File: src/rtl/ps2rx_pkg.sv
// Package: shared state types for the PS/2 device-side receiver.
// Assumes: used only by the ps2rx_* modules and ps2_dev_rx.
package ps2rx_pkg;

    // Line-handling state of the receiver
    typedef enum logic [1:0] {
        ST_IDLE = 2'd0,   // lines released, watching for request-to-send
        ST_RTS  = 2'd1,   // request-to-send seen, confirming after one half period
        ST_LOW  = 2'd2,   // clock driven low, data sampled at end
        ST_HIGH = 2'd3    // clock released, host line checks at end
    } rx_state_e;

    // Which part of the frame the current pulse belongs to
    typedef enum logic [1:0] {
        PH_BITS    = 2'd0, // start, data and parity pulses
        PH_STRETCH = 2'd1, // stop bit was low, pulsing until data high
        PH_ACK     = 2'd2, // acknowledge pulse, data pulled low
        PH_TAIL    = 2'd3  // released phase after acknowledge
    } rx_phase_e;

endpackage

File: src/rtl/ps2rx_half_timer.sv
// Module: half-period timer of the generated PS/2 clock.
// Loads HALF_TICKS-1 on 'load' and counts down; 'expire' is high in the
// last cycle of a half period. Assumes HALF_TICKS >= 1.
module ps2rx_half_timer #(
    parameter int HALF_TICKS = 5000
) (
    input  logic clk,
    input  logic rst_n,
    input  logic load,
    output logic expire
);
    localparam int CW = $clog2(HALF_TICKS + 1);
    localparam logic [CW-1:0] RELOAD = CW'(HALF_TICKS - 1);

    logic [CW-1:0] cnt_q;

    // Count down one half period, reload on request
    always_ff @(posedge clk) begin
        if (!rst_n)
            cnt_q <= RELOAD;
        else if (load)
            cnt_q <= RELOAD;
        else if (cnt_q != '0)
            cnt_q <= cnt_q - 1'b1;
    end

    // Last cycle of the half period
    always_comb expire = (cnt_q == '0);

endmodule

File: src/rtl/ps2rx_shift.sv
// Module: frame shift register for data and parity bits.
// Shifts bits in at the top, so the first bit received ends up in bit 0.
// After DATA_BITS+1 shifts, data is in the low bits and parity is in the top bit.
module ps2rx_shift #(
    parameter int DATA_BITS = 8
) (
    input  logic                 clk,
    input  logic                 rst_n,
    input  logic                 clear,
    input  logic                 shift_en,
    input  logic                 bit_in,
    output logic [DATA_BITS-1:0] data_o,
    output logic                 parity_ok_o
);
    localparam int SR_W = DATA_BITS + 1;

    logic [SR_W-1:0] sr_q;

    // Capture one sampled line bit per shift request
    always_ff @(posedge clk) begin
        if (!rst_n || clear)
            sr_q <= '0;
        else if (shift_en)
            sr_q <= {bit_in, sr_q[SR_W-1:1]};
    end

    // Data bits and odd-parity check over data plus parity
    always_comb begin
        data_o      = sr_q[DATA_BITS-1:0];
        parity_ok_o = ^sr_q;
    end

endmodule

File: src/rtl/ps2_dev_rx.sv
// Module: PS/2 device-side receiver for host-to-device bytes.
// Detects request-to-send, generates the clock, samples start, data and
// parity at the end of each low phase, and acknowledges by pulling data low for
// one extra pulse. A low stop bit stretches the frame until data is released.
// Assumes clk_line_i and dat_line_i are already synchronized, and that the
// enables drive open-drain pads (1 = pull the line low).
module ps2_dev_rx
    import ps2rx_pkg::*;
#(
    parameter int HALF_TICKS = 5000,
    parameter int DATA_BITS  = 8
) (
    input  logic                 clk,
    input  logic                 rst_n,
    input  logic                 clk_line_i,
    input  logic                 dat_line_i,
    output logic                 clk_oe_o,
    output logic                 dat_oe_o,
    output logic [DATA_BITS-1:0] rx_byte_o,
    output logic                 rx_valid_o,
    output logic                 rx_parity_err_o,
    output logic                 rx_frame_err_o
);
    localparam int LAST_IDX = DATA_BITS + 1;          // pulse index of parity
    localparam int IW       = $clog2(LAST_IDX + 1);
    localparam logic [IW-1:0] LAST = IW'(LAST_IDX);

    rx_state_e st_q;
    rx_phase_e ph_q;
    logic [IW-1:0] idx_q;
    logic ferr_q;
    logic expire, tmr_load, shift_en, sr_clear, finish;
    logic [DATA_BITS-1:0] sr_data;
    logic sr_par_ok;

    ps2rx_half_timer #(.HALF_TICKS(HALF_TICKS)) u_timer (
        .clk    (clk),
        .rst_n  (rst_n),
        .load   (tmr_load),
        .expire (expire)
    );

    ps2rx_shift #(.DATA_BITS(DATA_BITS)) u_shift (
        .clk         (clk),
        .rst_n       (rst_n),
        .clear       (sr_clear),
        .shift_en    (shift_en),
        .bit_in      (dat_line_i),
        .data_o      (sr_data),
        .parity_ok_o (sr_par_ok)
    );

    // Control decode: timer reload, sampling and frame completion
    always_comb begin
        tmr_load = (st_q == ST_IDLE) || expire;
        sr_clear = (st_q == ST_IDLE);
        shift_en = (st_q == ST_LOW) && expire && (ph_q == PH_BITS) && (idx_q != '0);
        finish   = (st_q == ST_HIGH) && expire && clk_line_i && (ph_q == PH_TAIL);
        clk_oe_o = (st_q == ST_LOW);
        dat_oe_o = (st_q == ST_LOW) && (ph_q == PH_ACK);
    end

    // Frame sequencer: request-to-send, pulse phases, stop check, abort
    always_ff @(posedge clk) begin
        if (!rst_n) begin
            st_q   <= ST_IDLE;
            ph_q   <= PH_BITS;
            idx_q  <= '0;
            ferr_q <= 1'b0;
        end else begin
            unique case (st_q)
                ST_IDLE: begin
                    if (clk_line_i && !dat_line_i)
                        st_q <= ST_RTS;
                end
                ST_RTS: begin
                    if (expire) begin
                        if (clk_line_i && !dat_line_i) begin
                            st_q   <= ST_LOW;
                            ph_q   <= PH_BITS;
                            idx_q  <= '0;
                            ferr_q <= 1'b0;
                        end else begin
                            st_q <= ST_IDLE;
                        end
                    end
                end
                ST_LOW: begin
                    if (expire) begin
                        st_q <= ST_HIGH;
                        if (ph_q == PH_ACK)
                            ph_q <= PH_TAIL;
                    end
                end
                ST_HIGH: begin
                    if (expire) begin
                        if (!clk_line_i) begin
                            st_q <= ST_IDLE;             // host inhibits: drop frame
                        end else begin
                            st_q <= ST_LOW;
                            unique case (ph_q)
                                PH_BITS: begin
                                    if (idx_q == LAST) begin
                                        if (dat_line_i) begin
                                            ph_q <= PH_ACK;
                                        end else begin
                                            ph_q   <= PH_STRETCH;
                                            ferr_q <= 1'b1;
                                        end
                                    end else begin
                                        idx_q <= idx_q + 1'b1;
                                    end
                                end
                                PH_STRETCH: begin
                                    if (dat_line_i)
                                        ph_q <= PH_ACK;
                                end
                                PH_ACK: ph_q <= PH_TAIL;
                                PH_TAIL: st_q <= ST_IDLE;
                            endcase
                        end
                    end
                end
            endcase
        end
    end

    // Result registers: strobe plus byte and flags, updated together
    always_ff @(posedge clk) begin
        if (!rst_n) begin
            rx_valid_o      <= 1'b0;
            rx_byte_o       <= '0;
            rx_parity_err_o <= 1'b0;
            rx_frame_err_o  <= 1'b0;
        end else begin
            rx_valid_o <= finish;
            if (finish) begin
                rx_byte_o       <= sr_data;
                rx_parity_err_o <= !sr_par_ok;
                rx_frame_err_o  <= ferr_q;
            end
        end
    end

endmodule

File: config.mk
export PLATFORM = sky130hd
export DESIGN_NAME = ps2_dev_rx
export DESIGN_NICKNAME = d
export VERILOG_FILES = /design/src/rtl/ps2rx_pkg.sv /design/src/rtl/ps2rx_half_timer.sv /design/src/rtl/ps2rx_shift.sv /design/src/rtl/ps2_dev_rx.sv
export SDC_FILE = /design/constraint.sdc
export NUM_CORES = 1
export LEC_CHECK = 0
export BUFFER_PORTS_ARGS = -buffer_cell sky130_fd_sc_hd__buf_2
export CAP_MARGIN = 40
export CORE_MARGIN = 2
export CORE_UTILIZATION = 25
export DETAILED_ROUTE_END_ITERATION = 8
export GPL_ROUTABILITY_DRIVEN = 0
export GPL_TIMING_DRIVEN = 0
export SETUP_SLACK_MARGIN = 0.1
export SYNTH_ARGS = -nofsm -noshare
export SYNTH_HDL_FRONTEND = slang
export SYNTH_SLANG_ARGS = --single-unit
File: constraint.sdc
create_clock -name clk -period 4.6 [get_ports clk]
set_clock_uncertainty 0.15 [all_clocks]
set_input_delay 0.46 -clock clk [delete_from_list [all_inputs] [get_ports clk]]
set_output_delay 0.46 -clock clk [all_outputs]
set_load 0.01 [all_outputs]
==> metrics.md, run 1 <==
| Metric | Value |
|---|---|
| First-pass GRT wire length | `approximately 6.7 mm` |
| MaxCap Viol Count | `0` |
| Total Wirelength | `3.82 mm` |
| Total CTS buffers | `5` |
| DRT antenna net count | `0` |
| CP endpoint kind | `flop` |
| Final nets | `roughly 270` |
| Initial Util | `between 20% and 30%` |
| Unrepaired setup endpoints after global routing | `no` |
| DR vias/cell | `about 4.5` |
| Max frequency | `between 400 and 500 MHz` |
| Grt ovf | `0` |
| Final min period | `between 2 and 2.5 ns` |
| Sink Count | `42` |
| CTS H-tree lvls | `2` |
| Post-synth net total | `~250` |
| Drt first pass iters | `4` |
| PortBufs | `15` |
| Status | `finished clean` |
| Min-delay src | `u_timer.cnt_q[0]$_SDFFE_PP1N_` |
| Largest net degree at the start of global routing | `16` |
| Mapped Cells | `around 230` |
| P per Cell Area | `~280 nW/um^2` |
| R2r endpoint | `rx_parity_err_o$_SDFFE_PN0P_` |
| Hold buffers post-CTS | `0` |
| Worst-path clk slew | `0.09 ns` |
| Die boundary height | `~93 microns` |
| Final hold slack | `~0.3 ns` |
| Io pins | `17` |
| Mapped Avg Cell Area | `~8.5 sq um` |
| Gates resized, CTS repair | `0` |
| Clock Latency Late Sink | `0.30 ns` |
| Hold Path Cell Cnt | `1` |
| Core area | `approximately 7700 sq um` |
| FFs w/ async S/R, synth | `0%` |
| Count of final hold-check violations | `0` |
| Row cnt | `32` |
| Leakage | `just over 0.9 nW` |
| WHS Endpoint | `u_timer.cnt_q[0]$_SDFFE_PP1N_` |
| Post-synth EDFFs | `0` |
| Crit path kind | `flop to flop` |
| Crit-path max cell delay | `roughly 0.51 ns` |
| CP required | `4.64 ns` |
| Max Slew Vio Count | `0` |
| Die ar. | `approximately 8700 sq um` |
| CTS root buffer | `clkbuf_8` |
| Largest cells by area after synthesis | `dfxtp_1 42%, nand2_1 7.4%, ha_1 5.7%` |
| Worst-Margin Slew | `roughly 0.5 ns` |
| CTS tree | `done` |
| Fin crit share | `between 50 and 60%` |
| Seq/Total Area, Yosys | `~42%` |
| Deepest clock path buffer count | `2` |
| Yosys cell types | `36` |
| Worst vdd ir | `approximately 0.11 mV` |
| CP max stage cell | `or4_1` |
| Setup violators final | `0` |
| Leading area contributor after synthesis | `dfxtp_1` |
| DR iter-0 viols | `30` |
| Area delta synth->final | `14.9%` |
| Yosys synthesis warning count | `0` |
| Width of the chip | `roughly 93 microns` |
| WL per Instance | `approximately 11 microns` |
| Flop2flop setup slack | `between 2 and 2.5 ns` |
| Total global-route track usage | `about a tenth` |
| Setup Buffers After CTS | `0` |
| Initial antenna violation count | `0` |
| Total number of vias | `around 1,600` |
| FF-to-FF Start | `u_timer.cnt_q[2]$_SDFFE_PP1N_` |
| Arrival time at the worst endpoint | `roughly 2.5 ns` |
| Layout cells sized above 1 | `about an eighth` |
| Length in cells of the worst reg-to-reg path | `7` |
| Synthesized area | `~2000 sq um` |
| Vias in the first global route | `between 1,500 and 2,000` |
| Antenna Cells | `0` |
| CP max FO | `10` |
| FF+latch count, synth | `42` |
| Slew margin rel. | `67.5%` |
| Crit. Startpoint | `u_timer.cnt_q[2]$_SDFFE_PP1N_` |
| Critical Path Start Type | `flop` |
| Setup TNS | `0 ns` |
| Residual DRC count | `0` |
| Primary FF master, synth | `dfxtp_1` |
| Top-area cell type share of the netlist area | `42.4%` |
| HP Class | `flop to flop` |
| Dpl hpwl | `2.88 mm` |
| CP cell instances | `or4_1 > buf_2 > nor4_4 > buf_4 > nand4_2 > nor3_1 > nor3b_1` |
-- how the worst max path moves through the flow --
stage | to
after floorplan | ph_q[0]$_SDFFE_PN0P_
after global placement | rx_parity_err_o$_SDFFE_PN0P_
after detailed placement | rx_parity_err_o$_SDFFE_PN0P_
after CTS | rx_parity_err_o$_SDFFE_PN0P_
after global routing | rx_parity_err_o$_SDFFE_PN0P_
final | rx_parity_err_o$_SDFFE_PN0P_
-- worst max-delay path, delay by kind of cell (launching register included) --
family                 cells  cell delay (ns)
flip-flops                 1             0.35
AND/OR/NAND/NOR            5             1.47
buffers and inverters      2             0.41
-- cell families after synthesis --
group / Yosys count / share of synthesized area [%]
flip-flops: 42 / 42.4
XOR/XNOR: 18 / 7.94
AO/OA/AOI/OAI: 30 / 8.57
buffers and inverters: 22 / 4.54
adder cells (fa/ha/maj): 9 / 5.67
AND/OR/NAND/NOR: 102 / 25.3
multiplexers: 11 / 5.61
-- report_power, final --
group	switching [W]	internal [W]	total (W)	leakage (nW)
sequential	0.00000191	0.000364	0.000366	0.339
clock	0.000137	0.000110	0.000247	0.0447
combinational	0.0000118	0.00000477	0.0000166	0.533
-- placed cells by master (no fill, tap or decap), types with 2 or more instances in the layout --
cell type   n
o22ai_1     3
a211oi_1    2
xor2_1      7
clkbuf_8    5
clkbuf_1    5
o211ai_1    2
nand3_1     4
or3_1       4
nand4_2     2
nand2_1    39
mux2i_1    10
nand2b_1    2
nor4_1      3
nor2_1     27
a31oi_1     2
dfxtp_1    42
o21ai_0     4
nor3_1      5
or4_1       4
nand4_1     3
buf_2      18
inv_1      13
ha_1        9
a21oi_1    16
xnor2_1    11
-- metal layers --
layer	vias up	wire [microns]	global-route usage [%]
li1	836	-	-
met1	752	1840	11.5
met2	22	1830	16.2
met3	2	145	3.38
met4	0	14	3.43
met5	-	0	0
-- cell usage after synthesis, types with 3 or more instances --
cell      count
dfxtp_1      42
nand2_1      39
nor2_1       27
a21oi_1      16
inv_1        13
xnor2_1      11
mux2i_1      10
ha_1          9
xor2_1        7
clkbuf_1      5
nor3_1        5
nand3_1       4
o21ai_0       4
or3_1         4
or4_1         4
buf_2         3
nand4_1       3
nor4_1        3
o22ai_1       3
-- state kept, by name, indices dropped and copies added, names as in the netlist, 2 cells and up --
name and flops:
st_q 2, ph_q 2, u_timer.cnt_q 13, idx_q 4, rx_byte_o 8, u_shift.sr_q 9
-- metrics by stage --
| stage | instance area [sq um] | power [W] | util [%] | instances | setup WS (ns) |
|---|---|---|---|---|---|
| final | 2280 | 0.000629 | 29.5 | 359 | 2.12 |
| after global routing | 2280 | 0.000658 | 29.5 | 359 | 1.90 |
| after CTS | 2280 | 0.000641 | 29.5 | 359 | 2.08 |
| after detailed placement | 2190 | 0.000392 | 28.3 | 351 | 2.09 |
| after global placement | 2190 | 0.000391 | 28.3 | 351 | 2.12 |
| after floorplan | 1980 | 0.000385 | - | 234 | 2.35 |
-- cell type report --
| cell class | count | area, sq um |
|---|---|---|
| well taps | 102 | 128 |
| plain buffers | 9 | 41.3 |
| clock inverters | 3 | 25.0 |
| clock buffers | 5 | 68.8 |
| repair buffers | 15 | 75.1 |
| fillers | 822 | 5450 |
| multi-input cells | 170 | 1050 |
| flip-flops and latches | 42 | 841 |
| inverters | 13 | 48.8 |
No activity file was read; power rests on OpenSTA's default activity.
==> run 2, diff against run 1 <==
==> constraint.sdc (replaced) <==
create_clock -name clk -period 2.05 [get_ports clk]
set_clock_uncertainty 0.15 [all_clocks]
set_input_delay 0.205 -clock clk [delete_from_list [all_inputs] [get_ports clk]]
set_output_delay 0.205 -clock clk [all_outputs]
set_load 0.01 [all_outputs]
==> metrics.md, run 2 (synthesized netlist as in run 1, its figures left out) <==
| Metric | Value |
|---|---|
| Crit-path max cell delay | `0.53 ns (was 0.51 ns)` |
| Die ar. | `8670 sq um (unchanged)` |
| Arrival time at the worst endpoint | `2.28 ns (was 2.52 ns)` |
| Total CTS buffers | `5 (unchanged)` |
| Hold buffers post-CTS | `0 (unchanged)` |
| CTS H-tree lvls | `2 (unchanged)` |
| Residual DRC count | `0 (unchanged)` |
| HP Class | `input pin to flop (was flop to flop)` |
| Met1 WL | `1.92 mm (was 1.84 mm)` |
| Crit. Startpoint | `u_timer.cnt_q[2]$_SDFFE_PP1N_ (unchanged)` |
| P per Cell Area | `575 nW/um^2 (was 276 nW/um^2)` |
| DR WL met2 | `2.14 mm (was 1.83 mm)` |
| Layout cells sized above 1 | `25.8% (was 12.5%)` |
| Setup violators final | `27 (was 0)` |
| Worst vdd ir | `0.454 mV (was 0.105 mV)` |
| Total number of vias | `1,684 (was 1,612)` |
| Flop2flop setup slack | `-0.16 ns (was 2.12 ns)` |
| Count of final hold-check violations | `0 (unchanged)` |
| Drt first pass iters | `4 (unchanged)` |
| Worst-path clk slew | `0.08 ns (was 0.09 ns)` |
| CTS root buffer | `clkbuf_8 (unchanged)` |
| CP max FO | `4 (was 10)` |
| PortBufs | `15 (unchanged)` |
| Row cnt | `32 (unchanged)` |
| Unrepaired setup endpoints after global routing | `yes (was no)` |
| Crit path kind | `flop to flop (unchanged)` |
| First-pass GRT wire length | `7.40 mm (was 6.71 mm)` |
| Total global-route track usage | `10.6% (was 9.67%)` |
| DR vias/cell | `4.56 (was 4.49)` |
| Post-route setup slack | `-0.160 ns (was 2.12 ns)` |
| Crit-path most repeated cell | `buf_6` |
| Slew margin rel. | `55.7% (was 67.5%)` |
| CP required | `2.12 ns (was 4.64 ns)` |
| Vias in the first global route | `1,675 (was 1,516)` |
| Max FFs per register | `13 (unchanged)` |
| Dpl hpwl | `2.82 mm (was 2.88 mm)` |
| Failing checks | `negative setup slack` |
| Initial antenna violation count | `0 (unchanged)` |
| Finished Layout Cells | `369 (was 359)` |
| CP cell instances | `or4_4 > buf_6 > nor4_4 > buf_6 > buf_8 > buf_12 > nand2_2 > or3_4 > o22ai_2 (was or4_1 > buf_2 > nor4_4 > buf_4 > nand4_2 > nor3_1 > nor3b_1)` |
| WL met3 | `108 microns (was 145 microns)` |
| Final nets | `279 (was 269)` |
| Clock Latency Late Sink | `0.29 ns (was 0.30 ns)` |
| Final min period | `2.21 ns (was 2.48 ns)` |
| Antenna Cells | `0 (unchanged)` |
| R2r endpoint | `ph_q[0]$_SDFFE_PN0P_ (was rx_parity_err_o$_SDFFE_PN0P_)` |
| Io pins | `17 (unchanged)` |
| DRT antenna net count | `0 (unchanged)` |
| DR iter-0 viols | `26 (was 30)` |
| Max Slew Vio Count | `0 (unchanged)` |
| Width of the chip | `93.1 microns (unchanged)` |
| Status | `finished, violations left (was finished clean)` |
| Sink Count | `42 (unchanged)` |
| CP endpoint kind | `flop (unchanged)` |
| CP max stage cell | `or4_4 (was or4_1)` |
| CTS tree | `done (unchanged)` |
| Largest register by flop count | `u_timer.cnt_q (unchanged)` |
| Area delta synth->final | `32.3% (was 14.9%)` |
| MaxCap Viol Count | `0 (unchanged)` |
| Initial Util | `25.7% (unchanged)` |
| Core area | `7730 sq um (unchanged)` |
| Max frequency | `453 MHz (was 403 MHz)` |
| Post-Place Cells | `351 (unchanged)` |
| Commonest non-fill, non-tap cell in the layout | `dfxtp_1 (unchanged)` |
| Total power | `0.00151 W (was 0.000629 W)` |
| Critical Path End | `ph_q[0]$_SDFFE_PN0P_ (was rx_parity_err_o$_SDFFE_PN0P_)` |
| Leakage | `1.03 nW (was 0.917 nW)` |
| Commonest cells after routing, fill and taps aside | `40 x dfxtp_1, 29 x nand2_1, 26 x nor2_1 (was 42 x dfxtp_1, 39 x nand2_1, 27 x nor2_1)` |
| Filler cells | `790 (was 822)` |
| Setup TNS | `-3.01 ns (was 0 ns)` |
| Multi-input logic area | `1200 sq um (was 1050 sq um)` |
| Critical Path Start Type | `flop (unchanged)` |
| Top Registers | `u_timer.cnt_q: 13 flops, u_shift.sr_q: 9 flops, rx_byte_o: 8 flops (unchanged)` |
| Grt ovf | `0 (unchanged)` |
| Fin crit share | `108% (was 53.9%)` |
| Uppermost routed layer | `met4 (unchanged)` |
| Worst-Margin Slew | `0.664 ns (was 0.487 ns)` |
| Largest net degree at the start of global routing | `14 (was 16)` |
| FF-to-FF Start | `u_timer.cnt_q[2]$_SDFFE_PP1N_ (unchanged)` |
| Deepest clock path buffer count | `2 (unchanged)` |
| Die boundary height | `93.1 microns (unchanged)` |
| Length in cells of the worst reg-to-reg path | `9 (was 7)` |
| Dpl ws | `-0.314 ns (was 2.09 ns)` |
| WL per Instance | `11.4 microns (was 10.6 microns)` |
| Reg area | `843 sq um (was 841 sq um)` |
| Total Wirelength | `4.19 mm (was 3.82 mm)` |
## run 2: how the worst min path moves through the flow
stage	to	cells after the start	from
after global placement	u_timer.cnt_q[0]$_SDFFE_PP1N_	1	u_timer.cnt_q[0]$_SDFFE_PP1N_
after floorplan	u_shift.sr_q[8]$_SDFFE_PP0P_	2	dat_line_i
after detailed placement	u_timer.cnt_q[0]$_SDFFE_PP1N_	1	u_timer.cnt_q[0]$_SDFFE_PP1N_
after CTS	rx_parity_err_o$_SDFFE_PN0P_	3	rst_n
final	rx_parity_err_o$_SDFFE_PN0P_	3	rst_n
after global routing	st_q[0]$_SDFFE_PN0P_	2	rst_n
## run 2: layout make-up
| cell class | instances | area share [%] |
|---|---|---|
| buffer | 8 | 2.43 |
| clock buffer | 6 | 2.76 |
| tap | 102 | 4.86 |
| sequential | 42 | 32.1 |
| inverter | 13 | 1.86 |
| multi-input combinational | 170 | 45.9 |
| timing repair buffer | 26 | 8.67 |
| clock inverter | 2 | 1.43 |
## run 2: worst max-delay path, delay by kind of cell (launching register included)
kind | cells | cell delay, ns
AND/OR/NAND/NOR | 4 | 1.07
buffers and inverters | 4 | 0.50
flip-flops | 1 | 0.33
AO/OA/AOI/OAI | 1 | 0.09
## run 2: per-layer routing
layer / vias up / GRT usage (%)
met1: 807 / 12.4
met3: 2 / 2.42
li1: 856 / -
met5: - / 0
met4: 0 / 3.31
met2: 19 / 19.1
## run 2: repair_timing
item,4_1_cts,5_1_grt
gates resized for setup,34,12
endpoints found under the setup margin,42,42
buffers inserted,7,2
gates cloned,2,0
pin swaps,13,6
## run 2: per-stage QoR
step / area, sq um / hold WS, ns / util (%)
after floorplan: 2000 / 0.199 / -
after global placement: 2200 / 0.274 / 28.5
after detailed placement: 2200 / 0.275 / 28.5
after CTS: 2550 / 0.0755 / 33.0
after global routing: 2630 / 0.0830 / 34.0
final: 2630 / 0.0883 / 34.0
## run 2: report_power, final
part,switching (W),leakage [nW],internal [W]
Clock,0.000283,0.0514,0.000363
Sequential,0.00000462,0.339,0.000817
Combinational,0.0000299,0.637,0.0000113
==> run 3, diff against run 2 <==
--- a/config.mk
+++ b/config.mk
@@ -7,7 +7,7 @@
 export LEC_CHECK = 0
 export BUFFER_PORTS_ARGS = -buffer_cell sky130_fd_sc_hd__buf_2
 export CAP_MARGIN = 40
-export CORE_MARGIN = 2
+export CORE_MARGIN = 5
 export CORE_UTILIZATION = 25
 export DETAILED_ROUTE_END_ITERATION = 8
 export GPL_ROUTABILITY_DRIVEN = 0
@@ -15,4 +15,5 @@
 export SETUP_SLACK_MARGIN = 0.1
 export SYNTH_ARGS = -nofsm -noshare
 export SYNTH_HDL_FRONTEND = slang
+export SYNTH_HIERARCHICAL = 1
 export SYNTH_SLANG_ARGS = --single-unit
==> metrics.md, run 3 <==
| Metric | Value |
|---|---|
| DR vias/cell | `4.63 (was 4.56)` |
| Primary FF master, synth | `dfxtp_1 (unchanged)` |
| Yosys synthesis warning count | `6 (was 0)` |
| Largest net degree at the start of global routing | `16 (was 14)` |
| Failing checks | `negative setup slack (unchanged)` |
| Post-route setup slack | `-1.01 ns (was -0.160 ns)` |
| WL per Instance | `12.0 microns (was 11.4 microns)` |
| Fin crit share | `149% (was 108%)` |
| HP Class | `input pin to flop (unchanged)` |
| Dpl hpwl | `3.12 mm (was 2.82 mm)` |
| Synthesized area | `2180 sq um (was 1980 sq um)` |
| Setup violators final | `42 (was 27)` |
| Unrepaired setup endpoints after global routing | `yes (unchanged)` |
| Total number of vias | `1,813 (was 1,684)` |
| Deepest clock path buffer count | `2 (unchanged)` |
| Slew margin rel. | `66.6% (was 55.7%)` |
| Final nets | `296 (was 279)` |
| DR iter-0 viols | `45 (was 26)` |
| CP cell instances | `inv_4 > ha_4 > or3b_4 > buf_6 > or4_4 > clkinv_8 > nand2_4 > or4b_4 > buf_6 > or4_4 > a21oi_2 (was or4_4 > buf_6 > nor4_4 > buf_6 > buf_8 > buf_12 > nand2_2 > or3_4 > o22ai_2)` |
| Post-synth EDFFs | `0 (unchanged)` |
| Total CTS buffers | `5 (unchanged)` |
| Mapped Avg Cell Area | `8.97 sq um (was 8.48 sq um)` |
| Residual DRC count | `0 (unchanged)` |
| Max FFs per register | `13 (unchanged)` |
| FFs w/ async S/R, synth | `0% (unchanged)` |
| Post-Place Cells | `367 (was 351)` |
| Largest cells by area after synthesis | `dfxtp_1 39%, mux2i_1 9.2%, ha_1 5.2% (was dfxtp_1 42%, nand2_1 7.4%, ha_1 5.7%)` |
| Initial antenna violation count | `0 (unchanged)` |
| CTS H-tree lvls | `2 (unchanged)` |
| CP max FO | `7 (was 4)` |
| Total Wirelength | `4.71 mm (was 4.19 mm)` |
| Vias in the first global route | `1,658 (was 1,675)` |
| Crit-path max cell delay | `0.54 ns (was 0.53 ns)` |
| Critical Path Start Type | `flop (unchanged)` |
| Worst-path clk slew | `0.09 ns (was 0.08 ns)` |
| Arrival time at the worst endpoint | `3.16 ns (was 2.28 ns)` |
| FF+latch count, synth | `42 (unchanged)` |
| Crit path max-delay family | `simple AND/OR/NAND/NOR gates (unchanged)` |
| Core area | `8590 sq um (was 7730 sq um)` |
| Io pins | `17 (unchanged)` |
| Area delta synth->final | `30.8% (was 32.3%)` |
| Sink Count | `42 (unchanged)` |
| Row cnt | `34 (was 32)` |
| Hold buffers post-CTS | `0 (unchanged)` |
| Width of the chip | `103 microns (was 93.1 microns)` |
| Leading area contributor after synthesis | `dfxtp_1 (unchanged)` |
| P per Cell Area | `551 nW/um^2 (was 575 nW/um^2)` |
| First-pass GRT wire length | `7.33 mm (was 7.40 mm)` |
| Clock Latency Late Sink | `0.30 ns (was 0.29 ns)` |
| Finished Layout Cells | `392 (was 369)` |
| Setup TNS | `-28.91 ns (was -3.01 ns)` |
| Layout cells sized above 1 | `32.4% (was 25.8%)` |
| Seq/Total Area, Yosys | `38.6% (was 42.4%)` |
| Post-synth net total | `256 (was 247)` |
| Crit path kind | `flop to flop (unchanged)` |
| Die ar. | `10,700 sq um (was 8670 sq um)` |
| Count leader, synth | `dfxtp_1 (unchanged)` |
| Post-DP Area | `2460 sq um (was 2200 sq um)` |
| Finished Core Util | `33.2% (was 34.0%)` |
| Max frequency | `326 MHz (was 453 MHz)` |
| Worst vdd ir | `0.267 mV (was 0.454 mV)` |
| Antenna Cells | `0 (unchanged)` |
| Worst-Margin Slew | `0.498 ns (was 0.664 ns)` |
| Buf/Inv on CP | `4 (unchanged)` |
| Yosys cell types | `51 (was 36)` |
| DRT antenna net count | `0 (unchanged)` |
| Status | `finished, violations left (unchanged)` |
| Count of final hold-check violations | `0 (unchanged)` |
| CP max stage cell | `or4_4 (unchanged)` |
| Final min period | `3.06 ns (was 2.21 ns)` |
| Mapped Cells | `243 (was 234)` |
| CP required | `2.14 ns (was 2.12 ns)` |
| Grt ovf | `0 (unchanged)` |
| Max Slew Vio Count | `0 (unchanged)` |
| Top-area cell type share of the netlist area | `38.6% (was 42.4%)` |
| Drt first pass iters | `4 (unchanged)` |
| Initial Util | `25.4% (was 25.7%)` |
| Die boundary height | `103 microns (was 93.1 microns)` |
| PortBufs | `16 (was 15)` |
| Post-synth top cells | `42 x dfxtp_1, 29 x nor2_1, 20 x mux2i_1 (was 42 x dfxtp_1, 39 x nand2_1, 27 x nor2_1)` |
| CTS root buffer | `clkbuf_8 (unchanged)` |
| Fin area | `2850 sq um (was 2630 sq um)` |
| Total global-route track usage | `8.70% (was 10.6%)` |
| Filler cells | `873 (was 790)` |
| Top Registers | `u_timer/cnt_q: 13 flops, u_shift/sr_q: 9 flops, rx_byte_o: 8 flops (was u_timer.cnt_q: 13 flops, u_shift.sr_q: 9 flops, rx_byte_o: 8 flops)` |
| Largest register by flop count | `u_timer/cnt_q (was u_timer.cnt_q)` |
| CP endpoint kind | `flop (unchanged)` |
| Commonest non-fill, non-tap cell in the layout | `dfxtp_1 (unchanged)` |
| MaxCap Viol Count | `0 (unchanged)` |
| Commonest cells after routing, fill and taps aside | `40 x dfxtp_1, 28 x nor2_1, 20 x mux2i_1 (was 40 x dfxtp_1, 29 x nand2_1, 26 x nor2_1)` |
| Leakage | `1.13 nW (was 1.03 nW)` |
| CTS tree | `done (unchanged)` |
[run 3: tightest hold or removal path: stages]
cell	delay [ns]
buf_2	0.14
nand2b_4	0.13
a21oi_2	0.04
[run 3: routing by layer]
metal / routed length [microns] / vias to the layer above / global-route usage (%)
met5: 0 / - / 0
li1: - / 926 / -
met4: 121 / 0 / 4.48
met2: 2230 / 26 / 14.4
met1: 2170 / 854 / 10.5
met3: 193 / 7 / 2.08
[run 3: layout make-up]
class / count / area, sq um / area share, %
Multi-Input combinational cell: 169 / 1280 / 45.0
Sequential cell: 42 / 846 / 29.6
Timing Repair Buffer: 33 / 251 / 8.82
Buffer: 19 / 154 / 5.39
Tap cell: 108 / 135 / 4.74
Clock buffer: 5 / 68.8 / 2.41
Inverter: 13 / 63.8 / 2.24
Clock inverter: 3 / 48.8 / 1.71
[run 3: kinds of logic (layout without fill, tap and decap cells)]
family | after synthesis | in the layout | share of synthesized area (%)
flops | 42 | 42 | 38.6
simple gates | 88 | 88 | 22.3
xor+xnor | 9 | 9 | 4.59
compound gates | 43 | 43 | 12.5
mux | 20 | 20 | 9.18
fa+ha+maj | 9 | 9 | 5.16
buf+inv | 32 | 73 | 7.74
[run 3: path summary, 6_finish.rpt]
kind                                 start                             to  slack (ns)  cells past startpoint
max          u_timer/cnt_q[1]$_SDFFE_PP1N_          idx_q[3]$_SDFFE_PN0P_       -1.01                     11
min                                  rst_n  u_timer/cnt_q[6]$_SDFFE_PP0N_        0.12                      3
max reg2reg  u_timer/cnt_q[1]$_SDFFE_PP1N_          idx_q[3]$_SDFFE_PN0P_       -1.01                     11
min reg2reg      rx_byte_o[2]$_SDFFE_PN0P_      rx_byte_o[2]$_SDFFE_PN0P_        0.35                      2
[run 3: timing repair]
action / 4_1_cts / 5_1_grt
cloned: 1 / 1
hold endpoints to repair: 0 / 0
buffers inserted: 5 / 10
pin swaps: 4 / 11
endpoints found under the setup margin: 42 / 42
gates resized for setup: 13 / 28
[run 3: report_power, final]
| group | switching (W) | total (W) | leakage, nW | internal, W |
|---|---|---|---|---|
| Clock | 0.000324 | 0.000696 | 0.0563 | 0.000371 |
| Combinational | 0.0000353 | 0.0000562 | 0.735 | 0.0000210 |
| Sequential | 0.00000170 | 0.000819 | 0.338 | 0.000817 |
[run 3: per-stage QoR]
step	hold slack [ns]	setup slack, ns	power [W]
4_1_cts	0.0927	-1.06	0.00159
3_3_place_gp	0.313	-1.08	0.000887
3_5_place_dp	0.322	-1.09	0.000888
6_report	0.120	-1.01	0.00157
5_1_grt	0.114	-1.07	0.00163
2_1_floorplan	0.202	-0.915	0.000872
